$ cat src/rtl/i2c_init_pkg.sv
package i2c_init_pkg;

  typedef enum logic [1:0] {
    CMD_START = 2'd0,
    CMD_BYTE  = 2'd1,
    CMD_STOP  = 2'd2
  } i2c_cmd_e;

  typedef struct packed {
    logic [7:0] sub;
    logic [7:0] val;
  } cfg_entry_t;

  // Decoder setup list; indices past the listed ones map to zeroed registers.
  function automatic cfg_entry_t cfg_lookup(input int unsigned idx);
    cfg_entry_t e;
    case (idx)
      0: e = '{sub: 8'h02, val: 8'hC0};
      1: e = '{sub: 8'h03, val: 8'h33};
      2: e = '{sub: 8'h04, val: 8'h00};
      3: e = '{sub: 8'h05, val: 8'h00};
      4: e = '{sub: 8'h06, val: 8'hE9};
      5: e = '{sub: 8'h07, val: 8'h0D};
      6: e = '{sub: 8'h08, val: 8'h98};
      7: e = '{sub: 8'h09, val: 8'h01};
      default: begin
        e.sub = 8'(idx + 2);
        e.val = 8'h00;
      end
    endcase
    return e;
  endfunction

endpackage

$ cat src/rtl/i2c_qtick.sv
module i2c_qtick #(
  parameter int QTR_CLKS = 250
) (
  input  logic clk,
  input  logic rst,
  input  logic clr,
  output logic tick
);
  localparam int CW = $clog2(QTR_CLKS + 1);

  logic [CW-1:0] cnt;

  assign tick = !clr && (cnt == CW'(QTR_CLKS - 1));

  always_ff @(posedge clk) begin
    if (rst || clr) begin
      cnt <= '0;
    end else if (tick) begin
      cnt <= '0;
    end else begin
      cnt <= cnt + 1'b1;
    end
  end
endmodule

$ cat src/rtl/i2c_cfg_rom.sv
module i2c_cfg_rom
  import i2c_init_pkg::*;
#(
  parameter int AW = 3
) (
  input  logic          clk,
  input  logic [AW-1:0] addr,
  output cfg_entry_t    rd
);
  // Registered read of a constant function: maps onto a block ROM.
  always_ff @(posedge clk) begin
    rd <= cfg_lookup(int'(addr));
  end
endmodule

$ cat src/rtl/i2c_bit_engine.sv
module i2c_bit_engine
  import i2c_init_pkg::*;
(
  input  logic       clk,
  input  logic       rst,
  input  logic       qtick,
  input  logic       cmd_valid,
  input  i2c_cmd_e   cmd_kind,
  input  logic [7:0] cmd_byte,
  output logic       cmd_ready,
  output logic       rsp_valid,
  output logic       rsp_nack,
  input  logic       sda_in,
  output logic       scl_oe,
  output logic       sda_oe,
  output logic       edge_cmd_active
);
  logic       busy;
  i2c_cmd_e   kind;
  logic [1:0] qtr;
  logic [3:0] bitn;
  logic [7:0] shreg;
  logic [1:0] sda_sync;
  logic       accept;

  assign cmd_ready       = !busy;
  assign accept          = cmd_valid && !busy;
  assign edge_cmd_active = busy && (kind != CMD_BYTE);

  always_ff @(posedge clk) begin
    if (rst) begin
      sda_sync <= 2'b11;
    end else begin
      sda_sync <= {sda_sync[0], sda_in};
    end
  end

  // Each command is four quarters per bit; outputs change on quarter entry.
  always_ff @(posedge clk) begin
    if (rst) begin
      busy      <= 1'b0;
      kind      <= CMD_START;
      qtr       <= 2'd0;
      bitn      <= 4'd0;
      shreg     <= 8'h00;
      scl_oe    <= 1'b0;
      sda_oe    <= 1'b0;
      rsp_valid <= 1'b0;
      rsp_nack  <= 1'b0;
    end else begin
      rsp_valid <= 1'b0;
      if (accept) begin
        busy     <= 1'b1;
        kind     <= cmd_kind;
        qtr      <= 2'd0;
        bitn     <= 4'd0;
        shreg    <= cmd_byte;
        rsp_nack <= 1'b0;
        if (cmd_kind == CMD_START) begin
          scl_oe <= 1'b0;
          sda_oe <= 1'b0;
        end else begin
          scl_oe <= 1'b1;
        end
      end else if (busy && qtick) begin
        qtr <= qtr + 2'd1;
        case (kind)
          CMD_START: begin
            case (qtr)
              2'd0: sda_oe <= 1'b1;
              2'd2: scl_oe <= 1'b1;
              2'd3: begin
                busy      <= 1'b0;
                rsp_valid <= 1'b1;
              end
              default: ;
            endcase
          end
          CMD_BYTE: begin
            case (qtr)
              2'd0: sda_oe <= (bitn < 4'd8) ? ~shreg[7] : 1'b0;
              2'd1: scl_oe <= 1'b0;
              2'd2: if (bitn == 4'd8) rsp_nack <= sda_sync[1];
              default: begin
                if (bitn == 4'd8) begin
                  busy      <= 1'b0;
                  rsp_valid <= 1'b1;
                end else begin
                  bitn   <= bitn + 4'd1;
                  shreg  <= {shreg[6:0], 1'b0};
                  scl_oe <= 1'b1;
                end
              end
            endcase
          end
          default: begin
            case (qtr)
              2'd0: sda_oe <= 1'b1;
              2'd1: scl_oe <= 1'b0;
              2'd2: sda_oe <= 1'b0;
              default: begin
                busy      <= 1'b0;
                rsp_valid <= 1'b1;
              end
            endcase
          end
        endcase
      end
    end
  end
endmodule

$ cat src/rtl/i2c_cmd_seq.sv
module i2c_cmd_seq
  import i2c_init_pkg::*;
#(
  parameter logic [6:0] DEV_ADDR    = 7'h25,
  parameter int         NUM_ENTRIES = 8,
  parameter int         MAX_RETRY   = 3,
  parameter int         IDX_W       = 3,
  parameter int         RTRY_W      = 3
) (
  input  logic             clk,
  input  logic             rst,
  output logic [IDX_W-1:0] rom_addr,
  input  cfg_entry_t       rom_rd,
  output logic             cmd_valid,
  output i2c_cmd_e         cmd_kind,
  output logic [7:0]       cmd_byte,
  input  logic             cmd_ready,
  input  logic             rsp_valid,
  input  logic             rsp_nack,
  output logic             done,
  output logic             error
);
  typedef enum logic [2:0] {SQ_FETCH, SQ_ISSUE, SQ_WAIT, SQ_FINISH, SQ_FAIL} sq_e;
  typedef enum logic [2:0] {ST_START, ST_DEV, ST_SUB, ST_DAT, ST_STOP} st_e;

  sq_e              state;
  st_e              step;
  logic [IDX_W-1:0] idx;
  logic [RTRY_W-1:0] retry;
  logic             nacked;

  assign rom_addr  = idx;
  assign cmd_valid = (state == SQ_ISSUE);

  always_comb begin
    cmd_kind = CMD_BYTE;
    cmd_byte = 8'h00;
    case (step)
      ST_START: cmd_kind = CMD_START;
      ST_DEV:   cmd_byte = {DEV_ADDR, 1'b0};
      ST_SUB:   cmd_byte = rom_rd.sub;
      ST_DAT:   cmd_byte = rom_rd.val;
      default:  cmd_kind = CMD_STOP;
    endcase
  end

  always_ff @(posedge clk) begin
    if (rst) begin
      state  <= SQ_FETCH;
      step   <= ST_START;
      idx    <= '0;
      retry  <= '0;
      nacked <= 1'b0;
      done   <= 1'b0;
      error  <= 1'b0;
    end else begin
      case (state)
        SQ_FETCH: state <= SQ_ISSUE;
        SQ_ISSUE: if (cmd_ready) state <= SQ_WAIT;
        SQ_WAIT: begin
          if (rsp_valid) begin
            state <= SQ_ISSUE;
            case (step)
              ST_START: step <= ST_DEV;
              ST_DEV: begin
                nacked <= rsp_nack;
                step   <= rsp_nack ? ST_STOP : ST_SUB;
              end
              ST_SUB: begin
                nacked <= rsp_nack;
                step   <= rsp_nack ? ST_STOP : ST_DAT;
              end
              ST_DAT: begin
                nacked <= rsp_nack;
                step   <= ST_STOP;
              end
              default: begin
                step   <= ST_START;
                nacked <= 1'b0;
                if (nacked) begin
                  if (retry == RTRY_W'(MAX_RETRY)) begin
                    state <= SQ_FAIL;
                    error <= 1'b1;
                  end else begin
                    retry <= retry + 1'b1;
                  end
                end else if (idx == IDX_W'(NUM_ENTRIES - 1)) begin
                  state <= SQ_FINISH;
                  done  <= 1'b1;
                end else begin
                  idx   <= idx + 1'b1;
                  retry <= '0;
                  state <= SQ_FETCH;
                end
              end
            endcase
          end
        end
        default: state <= state;
      endcase
    end
  end
endmodule

$ cat src/rtl/i2c_reg_loader.sv
module i2c_reg_loader
  import i2c_init_pkg::*;
#(
  parameter logic [6:0] DEV_ADDR    = 7'h25,
  parameter int         NUM_ENTRIES = 8,
  parameter int         PHASE_CLKS  = 500,
  parameter int         MAX_RETRY   = 3
) (
  input  logic clk,
  input  logic rst,
  input  logic sda_in,
  output logic scl_oe,
  output logic sda_oe,
  output logic done,
  output logic error
);
  localparam int QTR_CLKS = (PHASE_CLKS + 1) / 2;
  localparam int IDX_W    = (NUM_ENTRIES > 1) ? $clog2(NUM_ENTRIES) : 1;
  localparam int RTRY_W   = $clog2(MAX_RETRY + 2);

  logic             qtick;
  logic             cmd_valid;
  logic             cmd_ready;
  i2c_cmd_e         cmd_kind;
  logic [7:0]       cmd_byte;
  logic             rsp_valid;
  logic             rsp_nack;
  logic [IDX_W-1:0] rom_addr;
  cfg_entry_t       rom_rd;
  logic             edge_cmd_active;
  logic             tick_clr;

  assign tick_clr = cmd_valid && cmd_ready;

  i2c_qtick #(.QTR_CLKS(QTR_CLKS)) u_tick (
    .clk (clk),
    .rst (rst),
    .clr (tick_clr),
    .tick(qtick)
  );

  i2c_cfg_rom #(.AW(IDX_W)) u_rom (
    .clk (clk),
    .addr(rom_addr),
    .rd  (rom_rd)
  );

  i2c_cmd_seq #(
    .DEV_ADDR   (DEV_ADDR),
    .NUM_ENTRIES(NUM_ENTRIES),
    .MAX_RETRY  (MAX_RETRY),
    .IDX_W      (IDX_W),
    .RTRY_W     (RTRY_W)
  ) u_seq (
    .clk      (clk),
    .rst      (rst),
    .rom_addr (rom_addr),
    .rom_rd   (rom_rd),
    .cmd_valid(cmd_valid),
    .cmd_kind (cmd_kind),
    .cmd_byte (cmd_byte),
    .cmd_ready(cmd_ready),
    .rsp_valid(rsp_valid),
    .rsp_nack (rsp_nack),
    .done     (done),
    .error    (error)
  );

  i2c_bit_engine u_eng (
    .clk            (clk),
    .rst            (rst),
    .qtick          (qtick),
    .cmd_valid      (cmd_valid),
    .cmd_kind       (cmd_kind),
    .cmd_byte       (cmd_byte),
    .cmd_ready      (cmd_ready),
    .rsp_valid      (rsp_valid),
    .rsp_nack       (rsp_nack),
    .sda_in         (sda_in),
    .scl_oe         (scl_oe),
    .sda_oe         (sda_oe),
    .edge_cmd_active(edge_cmd_active)
  );
endmodule

$ cat config.mk
export PLATFORM = sky130hd
export DESIGN_NAME = i2c_reg_loader
export DESIGN_NICKNAME = d
export VERILOG_FILES = /design/src/rtl/i2c_init_pkg.sv /design/src/rtl/i2c_qtick.sv /design/src/rtl/i2c_cfg_rom.sv /design/src/rtl/i2c_bit_engine.sv /design/src/rtl/i2c_cmd_seq.sv /design/src/rtl/i2c_reg_loader.sv
export SDC_FILE = /design/constraint.sdc
export NUM_CORES = 1
export LEC_CHECK = 0
export ABC_AREA = 1
export BUFFER_PORTS_ARGS = -buffer_cell sky130_fd_sc_hd__buf_2
export CORE_MARGIN = 4
export CORE_UTILIZATION = 28
export DETAILED_ROUTE_END_ITERATION = 10
export GPL_ROUTABILITY_DRIVEN = 0
export GPL_TIMING_DRIVEN = 0
export SYNTH_ARGS = -nofsm -noshare
export SYNTH_HDL_FRONTEND = slang
export SYNTH_SLANG_ARGS = --single-unit
$ cat constraint.sdc
create_clock -name clk -period 2.35 [get_ports clk]
set_input_delay 0.3525 -clock clk [delete_from_list [all_inputs] [get_ports clk]]
set_output_delay 0.3525 -clock clk [all_outputs]
set_load 0.005 [all_outputs]
==> impl_metrics.env, run 1 <==
export IMPL_routed_wl_um=5544
export IMPL_worst_slew_slack_as_a_fraction_of_its_limit_pct=63.03
export IMPL_post_synth_num_cell_types=33
export IMPL_fillers=1038
export IMPL_synthCells=374
export IMPL_chipHeight_um=108.0
export IMPL_total_placed_instance_area_um2=2999
export IMPL_num_io_pins=7
export IMPL_fin_worst_skew_ns=0.006427
export IMPL_max_slew_worst_pin_slew_ns=0.5545
export IMPL_crit_arrival_ns=1.85
export IMPL_buffers_added_on_ports=6
export IMPL_synth_edff_count=0
export IMPL_setup_worst_path_end_class="flip-flop"
export IMPL_total_leakage_power_nw=1.388
export IMPL_core_area_um2=9774
export IMPL_cts_num_sinks=58
export IMPL_fp_dieArea_um2=11670
export IMPL_critical_path_required_ns=2.55
export IMPL_initial_core_util_pct=28.67
export IMPL_pre_cts_ws_ns=0.6856
export IMPL_drt_iter0_markers=99
export IMPL_postLayoutCellArea_um2=3191
export IMPL_rr_startpoint="u_seq.rom_addr[0]$_SDFFE_PP0P_"
export IMPL_chipWidth_um=108.0
export IMPL_final_critical_path_setup_slack_ns=0.6967
export IMPL_route_vias_total=2290
export IMPL_std_cell_rows=36
export IMPL_period_minus_slack_ns=1.653
export IMPL_switching_share_pct=29.71
export IMPL_cts_inserted_buffers=9
export IMPL_synth_net_count=395
export IMPL_maximum_capacitance_violations=0
export IMPL_peakVddDrop_mv=0.2110
export IMPL_synthesized_flop_and_latch_total=58
export IMPL_detail_route_first_pass_iterations=4
export IMPL_cts_hold_buf=0
export IMPL_power_share_clock_pct=36.5
export IMPL_power_density_nw_per_um2=789.1
export IMPL_synth_yosys_warnings=0
export IMPL_synth_seq_area_share_pct=41.43
export IMPL_syn_mean_instance_area_um2=7.494
export IMPL_grt_max_degree=11
export IMPL_cts_resized_gates=0
export IMPL_layout_nets=412
export IMPL_clock_fmax_mhz=604.8
export IMPL_power_report_internal_total_mw=1.770
export IMPL_grt_first_pass_wirelength_um=9791
export IMPL_worst_hold_launch="sda_in"
export IMPL_clock_root_buffer="clkbuf_8"
export IMPL_cts_max_level=3
export IMPL_crit_start="u_seq.rom_addr[0]$_SDFFE_PP0P_"
export IMPL_synthesis_area_um2=2803
export IMPL_combPwrFrac_pct=19.5
export IMPL_setup_violations_final=0
export IMPL_synthesis_to_finish_area_growth_pct=13.84
export IMPL_worstHoldPathType="input port to flip-flop"
export IMPL_switching_power_mw=0.7481
export IMPL_dp_hpwl_um=4045
export IMPL_gr_usage_all_layers_pct=10.67
export IMPL_vias_in_the_first_global_route=2215
export IMPL_setup_worst_path_class="flip-flop to flip-flop"
export IMPL_avgViaCountPerCell=4.345
export IMPL_grt_setup_unrepaired="false"
export IMPL_clock_pin_slew_reported_for_the_worst_setup_and_hold_paths_after_clock_tree_synthesis_ns=0.06
export IMPL_dominantRegCellSynth="dfxtp_1"
export IMPL_max_clock_path_buffers=2
export IMPL_final_layout_size_suffix_gt1_share_pct=11.93
export IMPL_insertedDiodeCount=0
export IMPL_async_reset_ff_share_pct=0
export IMPL_post_route_drc_count=0
export IMPL_finalHoldViolations=0
export IMPL_seq_pwr_share_pct=44.1
export IMPL_post_drt_wl_per_cell_um=10.52
export IMPL_tns_ns=0
export IMPL_timing_critical_path_fanout_max=7
export IMPL_final_period_utilization_pct=70.35
export IMPL_maxSlewViolCount=0
export IMPL_clock_insertion_delay_worst_skew_ns=0.33
export IMPL_outcome="finished clean"
export IMPL_antenna_violations_before_repair=0
export IMPL_grt_overflow_total=0
export IMPL_tritoncts="built"
export IMPL_postCtsSetupRepairBufs=0
export IMPL_setup_worst_path_start_class="flip-flop"
export IMPL_antenna_left=0
## critical path, cell delays in order (launching register included)
cell,delay [ns]
dfxtp_1,0.37
ha_1,0.24
ha_1,0.20
nand2_1,0.11
nand3_1,0.09
nor2_1,0.25
o21ai_0,0.12
o21ai_0,0.08
nor2_1,0.05
## metal layers
layer	vias to the layer above	part of all wire (%)	global-route usage (%)
met5	-	0	0
met4	0	2.9	6.763
met1	1008	48	12.89
met2	36	45	16.83
li1	1232	-	-
met3	14	3.4	2.746
## final cells by class
type	instances	area (um2)	area share [%]
Sequential cell	58	1161	36.39
Clock inverter	3	40.04	1.255
Timing Repair Buffer	6	30.03	0.9412
Inverter	50	187.7	5.882
Buffer	6	43.79	1.373
Multi-Input combinational cell	260	1410	44.20
Clock buffer	11	151.4	4.745
Tap cell	133	166.4	5.216
## cell usage after synthesis (4+ instances only)
library cell	number	area share (%)
a21oi_1	23	4.1
dfxtp_1	58	41
ha_1	18	8.0
inv_1	48	6.4
nand2_1	82	11
nand3_1	14	2.5
nand4_1	4	0.89
nor2_1	45	6.0
nor3_1	9	1.6
o211ai_1	4	1.1
o21ai_0	26	4.6
or2_2	5	1.1
## logic make-up after synthesis
| group | after synthesis | synth area share (%) |
|---|---|---|
| buffers and inverters | 56 | 8.259 |
| adder cells (fa/ha/maj) | 18 | 8.036 |
| AND/OR/NAND/NOR | 176 | 28.97 |
| flip-flops | 58 | 41.43 |
| AO/OA/AOI/OAI | 61 | 11.74 |
| XOR/XNOR | 5 | 1.563 |
## power by group through the flow
stage / combinational [mW] / clock [mW] / sequential [mW]
after CTS: 0.495 / 0.937 / 1.11
final: 0.490 / 0.918 / 1.11
after global placement: 0.483 / 0 / 1.13
after floorplan: 0.387 / 0 / 1.12
after global routing: 0.577 / 0.990 / 1.12
after detailed placement: 0.492 / 0 / 1.13
## stage by stage
step | cells | hold WS, ns | utilization, % | total power [mW]
after global routing | 527 | 0.1947 | 32.64 | 2.686
after detailed placement | 513 | 0.3981 | 30.68 | 1.625
after CTS | 527 | 0.1858 | 32.64 | 2.543
final | 527 | 0.2024 | 32.64 | 2.518
after floorplan | 374 | 0.3895 | - | 1.508
after global placement | 513 | 0.3975 | 30.68 | 1.613
## path summary, 6_finish.rpt
kind,end,slack (ns),cells after the start
setup / recovery,u_seq.retry[2]$_SDFFE_PP0P_,0.70,8
hold / removal,u_eng.sda_sync[0]$_SDFF_PP1_,0.20,2
setup reg to reg,u_seq.retry[2]$_SDFFE_PP0P_,0.70,8
hold reg to reg,u_eng.sda_sync[1]$_SDFF_PP1_,0.41,1
## state kept, by name, summed over array words and instances, names as in the netlist, 2 cells and up
signal and count:
u_rom.rd 12, u_eng.bitn 4, u_seq.state 3, u_eng.kind 2, u_seq.retry 3, u_eng.qtr 2, u_seq.rom_addr 3, u_eng.sda_sync 2
u_seq.step 3, u_eng.shreg 8, u_tick.cnt 8
## cells in the final DEF (no fill, tap or decap), drive strengths merged, types with 11 or more instances in the layout
cell type | synthesis | final
nand2 | 87 | 87
dfxtp | 58 | 58
inv | 50 | 50
nor2 | 49 | 49
o21ai | 29 | 29
a21oi | 23 | 23
ha | 18 | 18
nand3 | 18 | 18
clkbuf | 1 | 12
buf | 5 | 11
(Power assumes the default switching activity.)
==> inputs of run 2 (changes only) <==
- clock period: 2.35 -> 1.59 ns (I/O delays scaled with it)
==> impl_metrics.env, run 2 (synthesis gave the netlist of run 1 again) <==
export IMPL_layout_nets=415
export IMPL_timing_critical_path_fanout_max=7
export IMPL_clock_root_buffer="clkbuf_8"
export IMPL_drt_iter0_markers=108
export IMPL_total_placed_instance_area_um2=2999
export IMPL_peakVddDrop_mv=0.3055
export IMPL_antenna_violations_before_repair=0
export IMPL_final_layout_size_suffix_gt1_share_pct=16.12
export IMPL_clock_fmax_mhz=679.2
export IMPL_critical_path_required_ns=1.79
export IMPL_most_common_layout_cells="nand2_1, dfxtp_1, inv_1"
export IMPL_cts_num_sinks=58
export IMPL_switching_share_pct=30.06
export IMPL_synthesis_to_finish_area_growth_pct=16.56
export IMPL_num_io_pins=7
export IMPL_grt_setup_unrepaired="true"
export IMPL_tritoncts="built"
export IMPL_crit_arrival_ns=1.67
export IMPL_outcome="finished clean"
export IMPL_cts_max_level=3
export IMPL_route_vias_total=2316
export IMPL_clock_insertion_delay_worst_skew_ns=0.34
export IMPL_dp_hpwl_um=4045
export IMPL_total_leakage_power_nw=1.404
export IMPL_max_ffs_per_register=12
export IMPL_max_slew_worst_pin_slew_ns=0.5712
export IMPL_power_density_nw_per_um2=1150
export IMPL_post_route_drc_count=0
export IMPL_avgViaCountPerCell=4.370
export IMPL_seq_pwr_share_pct=43.8
export IMPL_initial_core_util_pct=28.67
export IMPL_clock_pin_slew_reported_for_the_worst_setup_and_hold_paths_after_clock_tree_synthesis_ns=0.06
export IMPL_pre_cts_ws_ns=-0.07441
export IMPL_max_clock_path_buffers=2
export IMPL_grt_max_degree=11
export IMPL_power_report_internal_total_mw=2.627
export IMPL_period_minus_slack_ns=1.472
export IMPL_grt_first_pass_wirelength_um=9804
export IMPL_r2r_setup_slack_ns=0.12
export IMPL_detail_route_first_pass_iterations=4
export IMPL_setup_worst_path_end_class="flip-flop"
export IMPL_vias_in_the_first_global_route=2222
export IMPL_fp_dieArea_um2=11670
export IMPL_switching_power_mw=1.129
export IMPL_gr_usage_all_layers_pct=10.68
export IMPL_cts_hold_buf=0
export IMPL_power_share_clock_pct=36.0
export IMPL_final_critical_path_setup_slack_ns=0.1176
export IMPL_maximum_capacitance_violations=0
export IMPL_final_period_utilization_pct=92.60
export IMPL_antenna_left=0
export IMPL_setup_violations_final=0
export IMPL_insertedDiodeCount=0
export IMPL_setup_worst_path_class="flip-flop to flip-flop"
export IMPL_core_area_um2=9774
export IMPL_cts_inserted_buffers=9
export IMPL_setup_worst_path_start_class="flip-flop"
export IMPL_std_cell_rows=36
export IMPL_finalHoldViolations=0
export IMPL_worstHoldPathType="input port to flip-flop"
export IMPL_chipHeight_um=108.0
export IMPL_fin_worst_skew_ns=0.008662
export IMPL_chipWidth_um=108.0
export IMPL_mostFrequentLayoutCell="nand2_1"
export IMPL_worst_slew_slack_as_a_fraction_of_its_limit_pct=61.92
export IMPL_top_regs="u_rom.rd (12), u_eng.shreg (8), u_tick.cnt (8)"
export IMPL_max_flop_register="u_rom.rd"
export IMPL_routed_wl_um=5699
export IMPL_post_drt_wl_per_cell_um=10.75
export IMPL_grt_overflow_total=0
export IMPL_postLayoutCellArea_um2=3267
export IMPL_maxSlewViolCount=0
export IMPL_combPwrFrac_pct=20.2
export IMPL_buffers_added_on_ports=6
## run 2: cell count changes in the layout (fill, tap and decap cells not counted), sizes merged
cell  previous run  this run
buf             11        14
## run 2: cell type report
type	count	area (um2)
Buffer	6	43.79
Fill cell	1033	6507
Inverter	50	187.7
Tap cell	133	166.4
Sequential cell	58	1167
Multi-Input combinational cell	260	1458
Clock buffer	11	151.4
Timing Repair Buffer	9	52.55
Clock inverter	3	40.04
## run 2: critical path, stage by stage (launching register included)
cell and delay (ns):
dfxtp_2 0.35, ha_1 0.22, ha_2 0.19, nand2_2 0.09, nand3_2 0.11, nor2_4 0.16
o21ai_0 0.09, o21ai_0 0.07, nor2_1 0.05
## run 2: power groups by stage
stage	registers, mW	logic, mW	clock network, mW
after floorplan	1.66	0.572	0
after global placement	1.67	0.714	0
after detailed placement	1.67	0.728	0
after CTS	1.64	0.731	1.38
after global routing	1.66	0.879	1.46
final	1.65	0.757	1.35
## run 2: layer usage
metal	vias up	routed length, um	track usage, %
met1	1041	2774	12.89
met4	0	123	6.763
met3	8	151	2.746
met2	32	2649	16.87
met5	-	0	0
li1	1235	-	-
## run 2: final timing paths
| path | start | to | cells after the start |
|---|---|---|---|
| setup / recovery | u_seq.rom_addr[0]$_SDFFE_PP0P_ | u_seq.retry[2]$_SDFFE_PP0P_ | 8 |
| hold / removal | sda_in | u_eng.sda_sync[0]$_SDFF_PP1_ | 2 |
| setup reg to reg | u_seq.rom_addr[0]$_SDFFE_PP0P_ | u_seq.retry[2]$_SDFFE_PP0P_ | 8 |
| hold reg to reg | u_eng.sda_sync[0]$_SDFF_PP1_ | u_eng.sda_sync[1]$_SDFF_PP1_ | 1 |
## run 2: through the flow
stage | total power, mW | setup TNS [ns] | util [%] | hold WS [ns] | cells
after global placement | 2.384 | -0.04078 | 30.68 | 0.3975 | 513
after global routing | 4.000 | -0.02609 | 33.42 | 0.08068 | 530
final | 3.756 | 0 | 33.42 | 0.08534 | 530
after CTS | 3.758 | 0 | 32.67 | 0.07180 | 527
after floorplan | 2.229 | 0 | - | 0.3399 | 374
after detailed placement | 2.401 | -0.1149 | 30.68 | 0.3981 | 513
## run 2: timing repair
item / in CTS / in global routing
setup buffers: 0 / 2
gates cloned: 0 / 1
resized for setup: 1 / 17
pin swaps: 1 / 2
setup endpoints to repair: 3 / 18
